## src/rtl/dma_err_pkg.sv

```systemverilog
package dma_err_pkg;
  localparam int unsigned NK = 6;

  typedef enum logic [2:0] {
    K_EOT  = 3'd0,
    K_TMO  = 3'd1,
    K_RPAR = 3'd2,
    K_ODD  = 3'd3,
    K_EXT  = 3'd4,
    K_WPAR = 3'd5
  } err_kind_e;

  localparam logic [NK-1:0] IRQ_MASK   = 6'b00_1111;
  localparam logic [NK-1:0] STOP_MASK  = 6'b01_1110;
  localparam logic [NK-1:0] BLOCK_MASK = 6'b10_0000;
endpackage

```

## src/rtl/dma_err_tmo.sv

```systemverilog
module dma_err_tmo #(
  parameter int unsigned LIMIT = 256
) (
  input  logic clk_i,
  input  logic rst_ni,
  input  logic line_i,
  output logic tmo_o
);
  localparam int unsigned CW = $clog2(LIMIT + 1);
  localparam logic [CW-1:0] CMAX = CW'(LIMIT);

  logic [CW-1:0] cnt_q;

  always_ff @(posedge clk_i or negedge rst_ni) begin
    if (!rst_ni)            cnt_q <= '0;
    else if (!line_i)       cnt_q <= '0;
    else if (cnt_q != CMAX) cnt_q <= cnt_q + 1'b1;
  end

  // fires on every held cycle beyond LIMIT
  assign tmo_o = line_i && (cnt_q == CMAX);

  a_r3_cnt_saturates: assert property (@(posedge clk_i) disable iff (!rst_ni)
    cnt_q <= CMAX);
  a_r3_fire_needs_hold: assert property (@(posedge clk_i) disable iff (!rst_ni)
    tmo_o |-> $past(line_i));
endmodule

```

## src/rtl/dma_err_chan.sv

```systemverilog
module dma_err_chan
  import dma_err_pkg::*;
#(
  parameter int unsigned TMO_LIMIT = 256
) (
  input  logic          clk_i,
  input  logic          rst_ni,
  input  logic          eot_i,
  input  logic          eot_en_i,
  input  logic          hs_req_i,
  input  logic          rdy_wait_i,
  input  logic          rd_par_err_i,
  input  logic          wr_par_err_i,
  input  logic          odd_len_i,
  input  logic          cycle_end_i,
  input  logic          ext_any_i,
  input  logic [NK-1:0] clr_i,
  output logic [NK-1:0] flags_o,
  output logic          any_nxt_o,
  output logic          irq_evt_o,
  output logic          stop_o,
  output logic          block_o
);
  logic [1:0]    mon_line, mon_tmo;
  logic [NK-1:0] set_vec, flags_q, flags_nxt;

  assign mon_line = {rdy_wait_i, hs_req_i};

  for (genvar m = 0; m < 2; m++) begin : g_mon
    dma_err_tmo #(.LIMIT(TMO_LIMIT)) u_tmo (
      .clk_i  (clk_i),
      .rst_ni (rst_ni),
      .line_i (mon_line[m]),
      .tmo_o  (mon_tmo[m])
    );
  end

  always_comb begin
    set_vec                 = '0;
    set_vec[int'(K_EOT)]    = eot_i && eot_en_i;
    set_vec[int'(K_TMO)]    = |mon_tmo;
    set_vec[int'(K_RPAR)]   = rd_par_err_i;
    set_vec[int'(K_ODD)]    = odd_len_i;
    set_vec[int'(K_EXT)]    = cycle_end_i && ext_any_i;
    set_vec[int'(K_WPAR)]   = wr_par_err_i;
  end

  // set wins over a clear on the same edge
  assign flags_nxt = (flags_q & ~clr_i) | set_vec;

  always_ff @(posedge clk_i or negedge rst_ni) begin
    if (!rst_ni) flags_q <= '0;
    else         flags_q <= flags_nxt;
  end

  assign flags_o   = flags_q;
  assign any_nxt_o = |flags_nxt;
  assign irq_evt_o = |(set_vec & ~flags_q & IRQ_MASK);
  assign stop_o    = |(flags_q & STOP_MASK);
  assign block_o   = |(flags_q & BLOCK_MASK);

  a_r11_set_wins: assert property (@(posedge clk_i) disable iff (!rst_ni)
    (set_vec != '0) |=> ((flags_q & $past(set_vec)) == $past(set_vec)));
  a_r11_clear_takes: assert property (@(posedge clk_i) disable iff (!rst_ni)
    ((clr_i & ~set_vec) != '0) |=> ((flags_q & $past(clr_i & ~set_vec)) == '0));
  a_r2_eot_gated: assert property (@(posedge clk_i) disable iff (!rst_ni)
    (!eot_en_i && !flags_q[int'(K_EOT)] && !clr_i[int'(K_EOT)]) |=> !flags_q[int'(K_EOT)]);
endmodule

```

## src/rtl/dma_err_irq_gen.sv

```systemverilog
module dma_err_irq_gen #(
  parameter int unsigned N_CH = 4
) (
  input  logic            clk_i,
  input  logic            rst_ni,
  input  logic [N_CH-1:0] evt_i,
  input  logic [N_CH-1:0] any_nxt_i,
  output logic            irq_no,
  output logic            err_mode_o
);
  logic irq_n_q, mode_q;

  always_ff @(posedge clk_i or negedge rst_ni) begin
    if (!rst_ni) begin
      irq_n_q <= 1'b1;
      mode_q  <= 1'b0;
    end else begin
      irq_n_q <= ~(|evt_i);   // any number of events -> one low clock
      mode_q  <= |any_nxt_i;
    end
  end

  assign irq_no     = irq_n_q;
  assign err_mode_o = mode_q;

  a_r10_irq_in_mode: assert property (@(posedge clk_i) disable iff (!rst_ni)
    !irq_no |-> err_mode_o);
  a_r9_pulse_has_cause: assert property (@(posedge clk_i) disable iff (!rst_ni)
    !irq_no |-> $past(|evt_i));
endmodule

```

## src/rtl/dma_err_ctrl.sv

```systemverilog
module dma_err_ctrl
  import dma_err_pkg::*;
#(
  parameter int unsigned N_CH      = 4,
  parameter int unsigned TMO_LIMIT = 256
) (
  input  logic               clk_i,
  input  logic               rst_ni,
  input  logic [N_CH-1:0]    eot_i,
  input  logic [N_CH-1:0]    eot_en_i,
  input  logic [N_CH-1:0]    hs_req_i,
  input  logic [N_CH-1:0]    rdy_wait_i,
  input  logic [N_CH-1:0]    rd_par_err_i,
  input  logic [N_CH-1:0]    wr_par_err_i,
  input  logic [N_CH-1:0]    odd_len_i,
  input  logic [N_CH-1:0]    cycle_end_i,
  input  logic               ext_addr_err_i,
  input  logic               mem_prot_err_i,
  input  logic               bus_par_err_i,
  input  logic [N_CH*6-1:0]  flag_clr_i,
  output logic [N_CH*6-1:0]  err_flags_o,
  output logic [N_CH-1:0]    chan_stop_o,
  output logic [N_CH-1:0]    xfer_block_o,
  output logic               error_mode_o,
  output logic               irq_no
);
  localparam int unsigned FW = N_CH * NK;

  logic            ext_any;
  logic [N_CH-1:0] irq_evt, any_nxt;

  assign ext_any = ext_addr_err_i | mem_prot_err_i | bus_par_err_i;

  for (genvar c = 0; c < N_CH; c++) begin : g_ch
    dma_err_chan #(.TMO_LIMIT(TMO_LIMIT)) u_chan (
      .clk_i        (clk_i),
      .rst_ni       (rst_ni),
      .eot_i        (eot_i[c]),
      .eot_en_i     (eot_en_i[c]),
      .hs_req_i     (hs_req_i[c]),
      .rdy_wait_i   (rdy_wait_i[c]),
      .rd_par_err_i (rd_par_err_i[c]),
      .wr_par_err_i (wr_par_err_i[c]),
      .odd_len_i    (odd_len_i[c]),
      .cycle_end_i  (cycle_end_i[c]),
      .ext_any_i    (ext_any),
      .clr_i        (flag_clr_i[c*NK +: NK]),
      .flags_o      (err_flags_o[c*NK +: NK]),
      .any_nxt_o    (any_nxt[c]),
      .irq_evt_o    (irq_evt[c]),
      .stop_o       (chan_stop_o[c]),
      .block_o      (xfer_block_o[c])
    );
  end

  dma_err_irq_gen #(.N_CH(N_CH)) u_irq (
    .clk_i      (clk_i),
    .rst_ni     (rst_ni),
    .evt_i      (irq_evt),
    .any_nxt_i  (any_nxt),
    .irq_no     (irq_no),
    .err_mode_o (error_mode_o)
  );

  a_r10_mode_tracks_flags: assert property (@(posedge clk_i) disable iff (!rst_ni)
    error_mode_o == (err_flags_o != {FW{1'b0}}));
  a_r7_block_no_stop: assert property (@(posedge clk_i) disable iff (!rst_ni)
    $rose(xfer_block_o[0]) && !$past(rd_par_err_i[0] | odd_len_i[0] | cycle_end_i[0] | hs_req_i[0] | rdy_wait_i[0])
      |-> (chan_stop_o[0] == $past(chan_stop_o[0])));
endmodule

```

## config.mk

```make
export PLATFORM = sky130hd
export DESIGN_NAME = dma_err_ctrl
export DESIGN_NICKNAME = d
export VERILOG_FILES = /design/src/rtl/dma_err_pkg.sv /design/src/rtl/dma_err_tmo.sv /design/src/rtl/dma_err_chan.sv /design/src/rtl/dma_err_irq_gen.sv /design/src/rtl/dma_err_ctrl.sv
export SDC_FILE = /design/constraint.sdc
export NUM_CORES = 1
export LEC_CHECK = 0
export ABC_CLOCK_PERIOD_IN_PS = 2600
export BUFFER_PORTS_ARGS = -buffer_cell sky130_fd_sc_hd__buf_2
export CAP_MARGIN = 10
export CORE_MARGIN = 2
export CORE_UTILIZATION = 40
export CTS_BUF_LIST = sky130_fd_sc_hd__clkbuf_16
export DETAILED_ROUTE_END_ITERATION = 16
export PLACE_DENSITY = 0.63
export SYNTH_ARGS = -nofsm -noshare
export SYNTH_HDL_FRONTEND = slang
export SYNTH_SLANG_ARGS = --single-unit
```

## constraint.sdc

```tcl
create_clock -name clk_i -period 2.6 [get_ports clk_i]
set_clock_uncertainty 0.05 [all_clocks]
set_input_delay 0.26 -clock clk_i [delete_from_list [all_inputs] [get_ports clk_i]]
set_output_delay 0.26 -clock clk_i [all_outputs]
set_load 0.005 [all_outputs]
```

# Word-level counts from Yosys, hierarchy flattened
# Index checks and enable logic that the tools add are counted.
# Widths: inputs -> output; s select.
dict set report word_totals {
  regBits 98
}
dict set report classes {
  eq_ne 24
  addsub 8
  bitwise_logic 23
  reduce_logical 26
  n_mux 16
}
# op count
set ops {}
lappend ops {{$mux 9} 16}
lappend ops {{$add 9x1->9 const B} 8}
lappend ops {{$eq 9x9->1 const B} 8}
lappend ops {{$ne 9x9->1 const B} 8}
lappend ops {{$and 6x6->6} 4}
lappend ops {{$not 6->6} 4}
lappend ops {{$or 6x6->6} 4}
lappend ops {{$reduce_or 24->1} 1}
lappend ops {{$and 4x4->4} 4}
lappend ops {{$logic_and 1x1->1} 16}
lappend ops {{$ne 2x1->1 const B} 8}
lappend ops {{$not 4->4} 4}
lappend ops {{$reduce_or 16->1} 1}
lappend ops {{$reduce_or 4->1} 4}
lappend ops {{$reduce_or 2->1} 4}
lappend ops {{$or 1x1->1} 2}
lappend ops {{$not 1->1} 1}

# Depth between registers and ports, before layout
dict set report depth {
  depth_word 6
  mapped_depth 8
  mapped_depth_nobuf 7
}

# Modules after synthesis
# A second synthesis with hierarchy kept.
dict set report hier_totals {
  cells_unflattened 524
  area_unflattened_um2 5447.7
}
# mod n_inst area_each_um2 cells_per_inst
set by_module_without_submodules {}
lappend by_module_without_submodules {{dma_err_tmo (g_ch[0].u_chan.g_mon[1].u_tmo ...)} 7 515.5 50}
lappend by_module_without_submodules {dma_err_chan 4 317.8 30}
lappend by_module_without_submodules {{dma_err_tmo (g_ch[0].u_chan.g_mon[0].u_tmo)} 1 496.7 49}
lappend by_module_without_submodules {dma_err_irq_gen 1 65.1 4}
lappend by_module_without_submodules {dma_err_ctrl 1 6.3 1}

# Least setup slack after synthesis
# OpenSTA, ideal clock, no wires.
dict set report synth_path {
  path_type {register to register}
  from {register g_ch[0].u_chan.g_mon[1].u_tmo.cnt_q[0]}
  to {register u_irq.mode_q, in the netlist u_irq.err_mode_o}
  stages_incl_launch_ff 9
  setup_slack_ns 0.767
  n_path_buf 1
  period_less_slack_ns 1.833
  setup_ns 0.136
  t_arrival_ns 1.647
  cell_sequence {dfrtp_1 inv_1 ha_1 nor3b_1 and4_4 buf_6 a221o_1 nor4_1 nand3_1}
}
dict set report synth_via {
  elab_chain_cells 5
}
# item line_no
set synth_lines {}
lappend synth_lines {{start, declared} dma_err_tmo.sv:12} ;# logic [CW-1:0] cnt_q;
lappend synth_lines {{start signal, assigned} dma_err_tmo.sv:17} ;# else if (cnt_q != CMAX) cnt_q <= cnt_q + 1'b1;
lappend synth_lines {{$eq 9x9->1} dma_err_tmo.sv:21} ;# assign tmo_o = line_i && (cnt_q == CMAX);
lappend synth_lines {{$logic_and 1x1->1} dma_err_tmo.sv:21}
lappend synth_lines {{$reduce_or 2->1} dma_err_chan.sv:41} ;# set_vec[int'(K_TMO)] = |mon_tmo;
lappend synth_lines {{$or 6x6->6} dma_err_chan.sv:49} ;# assign flags_nxt = (flags_q & ~clr_i) | set_vec;
lappend synth_lines {{named net g_ch[0].u_chan.flags_nxt[1]} dma_err_chan.sv:25} ;# logic [NK-1:0] set_vec, flags_q, flags_nxt;
lappend synth_lines {{$reduce_or 24->1} dma_err_irq_gen.sv:19} ;# mode_q <= |any_nxt_i;
lappend synth_lines {{end signal, assigned} dma_err_irq_gen.sv:19}
lappend synth_lines {{end, declared} dma_err_irq_gen.sv:11} ;# logic irq_n_q, mode_q;
# The timed path passes the listed nets, and every way through them passes these cells.
# A chain may end at the register's enable or synchronous reset.

# Final worst setup path
dict set report layout_path {
  from {register g_ch[3].u_chan.flags_q[5]}
  to {register u_irq.mode_q, in the netlist u_irq.err_mode_o}
}
dict set report layout_via {
  elab_chain_cells 3
}
# item line_no
set layout_lines {}
lappend layout_lines {{start, declared} dma_err_chan.sv:25}
lappend layout_lines {{start signal, assigned} dma_err_chan.sv:53} ;# else flags_q <= flags_nxt;
lappend layout_lines {{$and 6x6->6} dma_err_chan.sv:49}
lappend layout_lines {{$or 6x6->6} dma_err_chan.sv:49}
lappend layout_lines {{$reduce_or 24->1} dma_err_irq_gen.sv:19}
# No other way between the ends.

==> metrics.cfg <==
[run_status]
status=finished clean

[global_route]
antenna_found_initial=0
overflow=0
grt_pass1_wl_mm=18.4
grt_pass1_vias=3796
grt_max_degree=57
grtUsageTotal_pct=17.8

[logic_synthesis]
synth_compound_area_share_pct=7.09
yosys_warnings=0
syn-instance-count=507
synth.area.top_cells=dfrtp_1 49%, xnor2_1 5.3%, xor2_1 4.2%
synth_top_cell_by_area=dfrtp_1
yosys.area_share.adder_pct=4.04
yosys.area_share.simple_pct=23.2
synth_area_sq_um=4960
synth.area.mux_share_pct=0.429
synth_xor_area_share_pct=9.54
syn-num-nets=584
syn_avg_cell_area_sq_um=9.78
ys_ff_latch=98
synth.top_cell.area_share_pct=49.0
synth_top_family_by_area=simple AND/OR/NAND/NOR gates
ys_seq_area_share_pct=49.5
yosysUniqueCellTypes=46

[die]
die_height_microns=115
ios=95
coreArea_sq_um=12100
rows=40
dieWidth_microns=115
dieArea_sq_um=13300
start_util_pct=41.1

[clock_network]
cts_tree=yes
post_cts_buffers=0
numClockSinks=98
clockBufferDepth=2
numCtsBuffers=9
cts_resized=0
cts_root_buf=clkbuf_16
h-tree-depth=3
clk_pin_slew_ns=0.07
worst_skew_pair.late_latency_ns=0.34
cts_hold_buf=1

[final_layout]
postLayoutCoreUtil_pct=48.4
nFillCells=1144
drive_gt1_share_pct=19.2
fin_nets=675
area_delta_synth_final_pct=17.7
n_antenna_cell=0
fin_area_sq_um=5840

[routing]
drtIter0Drc=189
post-route-drc-count=0
wirelength_mm=11.3
vias=3798
antenna_left=0
avgViaCountPerCell=4.93
dr.pass1.iters=4
post_drt_wl_per_cell_microns=14.6

[timing]
rsz0062_at_grt=false
hold_slack_ns=0.0432
report.final.slew_viol_count=0
setup_viol=0
min_period_ns=1.97
tightestPinTransition_ns=0.585
fmax_ghz=0.507
hold_viol=0
setup_tns_ns=0
slew_headroom_pct=61.0
post-route-period-util_pct=75.9

[worst_setup_path]
reg2reg_depth=5
worstPathMaxFanout=3
cp-end-kind=flip-flop
crit_chain=nor2b_1 > a2111oi_0 > nand4_1 > nor4_1 > nand3_1
rrSetupSlack_ns=0.63
setup.worst_path.start=g_ch[3].u_chan.flags_o[5]
rr_endpoint=u_irq.err_mode_o
critPathLaunchType=flip-flop
r2r-start=g_ch[3].u_chan.flags_o[5]
critPathKind=flip-flop to flip-flop
timing.critical_path.buf_inv=0
cpPeakStageDelay_ns=0.48
arrival_ns=2.12
required_ns=2.75
crit_family=simple AND/OR/NAND/NOR gates
slowest_stage=a2111oi_0

[hold_path]
whs_path_depth=2
hold_end=g_ch[2].u_chan.flags_o[2]
hp-start=flag_clr_i[14]
hold_class=input pin to flip-flop

[place]
io_buffers=94
dp_hpwl_mm=8.64
place_area_sq_um=5540
place_congestion=0.818

[power]
p_leak_nw=2.71
p_per_area_nw_per_um2=556
irDropWorstVdd_v=0.000367
power_mw=3.25

[run]
cap_violations=0

## metal layers
layer	global-route usage, %	wire length (microns)	up-vias
li1	-	-	1881
met1	25.2	5500	1850
met2	27.9	5260	63
met3	3.90	430	4
met4	4.10	61	0
met5	0	0	-
## report_power, final
group          switching [mW]  total (mW)  internal, mW
registers              0.0678        1.65          1.58
logic                   0.168       0.305         0.137
clock network           0.559        1.29         0.734
## sequential cells by signal, indices dropped and copies added (netlist names)
signal	flops
g_ch.u_chan.g_mon.u_tmo.cnt_q	72
u_irq.err_mode_o	1
u_irq.irq_no	1
g_ch.u_chan.flags_o	24
## stage by stage
stage,setup WS (ns),cells
6_report,0.627,771
5_1_grt,0.429,771
4_1_cts,0.561,771
3_5_place_dp,0.591,754
3_3_place_gp,0.597,754
2_1_floorplan,0.767,507
## cell families after synthesis
group	after synthesis
adders and majority gates	16
DFF	98
xor gates and xnor gates	54
muxes	2
buffers and inverters	66
and+or+nand+nor	216
AOI/OAI and AO/OA	55
## cell type report
cell class              count  area [sq um]  share of cell area, %
flip-flops and latches     98          2450                   42.0
well taps                 168           210                   3.60
repair buffers             96           503                   8.62
clock inverters             7          61.3                   1.05
inverters                  50           188                   3.22
clock buffers               9           225                   3.86
multi-input cells         343          2190                   37.6
## cell usage after synthesis (all sizes together)
library cell	number
and3	13
nor3b	2
mux2i	1
a221o	1
or2	5
nand2b	8
nor2	51
nor3	4
xnor2	30
buf	14
a21o	3
nand2	32
clkinv	9
inv	41
or4	5
a21boi	1
or3	4
a221oi	2
a2111oi	3
o21bai	3
xor2	24
o2111a	1
clkbuf	2
and4b	1
o221ai	3
nor4b	7
a22oi	3
nand3	30
mux2	1
dfrtp	97
a21oi	12
nor4	7
o21ai	16
nand3b	3
nor2b	9
o21a	1
and4	4
ha	16
nand4	13
dfstp	1
or2b	1
o22ai	6
and2	17
## worst max path at each step
stage	cells after the start	slack [ns]	to
after floorplan	8	0.77	u_irq.err_mode_o
after global placement	5	0.60	u_irq.err_mode_o
after detailed placement	5	0.59	u_irq.err_mode_o
after CTS	5	0.56	u_irq.err_mode_o
after global routing	5	0.43	u_irq.err_mode_o
final	5	0.63	u_irq.err_mode_o
## cell usage in the layout, fill, tap and decap left out, drive strengths merged, types with 5 or more instances in the layout
cell    synthesis  final
dfrtp          97     97
nor4b           7      7
clkbuf          2      9
buf            14     95
o22ai           6      6
xor2           24     24
o21ai          16     16
clkinv          9     12
or4             5      5
and3           13     13
nor2           51     51
xnor2          30     30
ha             16     16
nor4            7      7
nand2          32     32
and2           17     17
nand3          30     30
inv            41     42
nor2b           9      9
nand4          13     13
or2             5      5
a21oi          12     12
nand2b          8      8
Note: power is estimated with default switching activity, not from simulation.
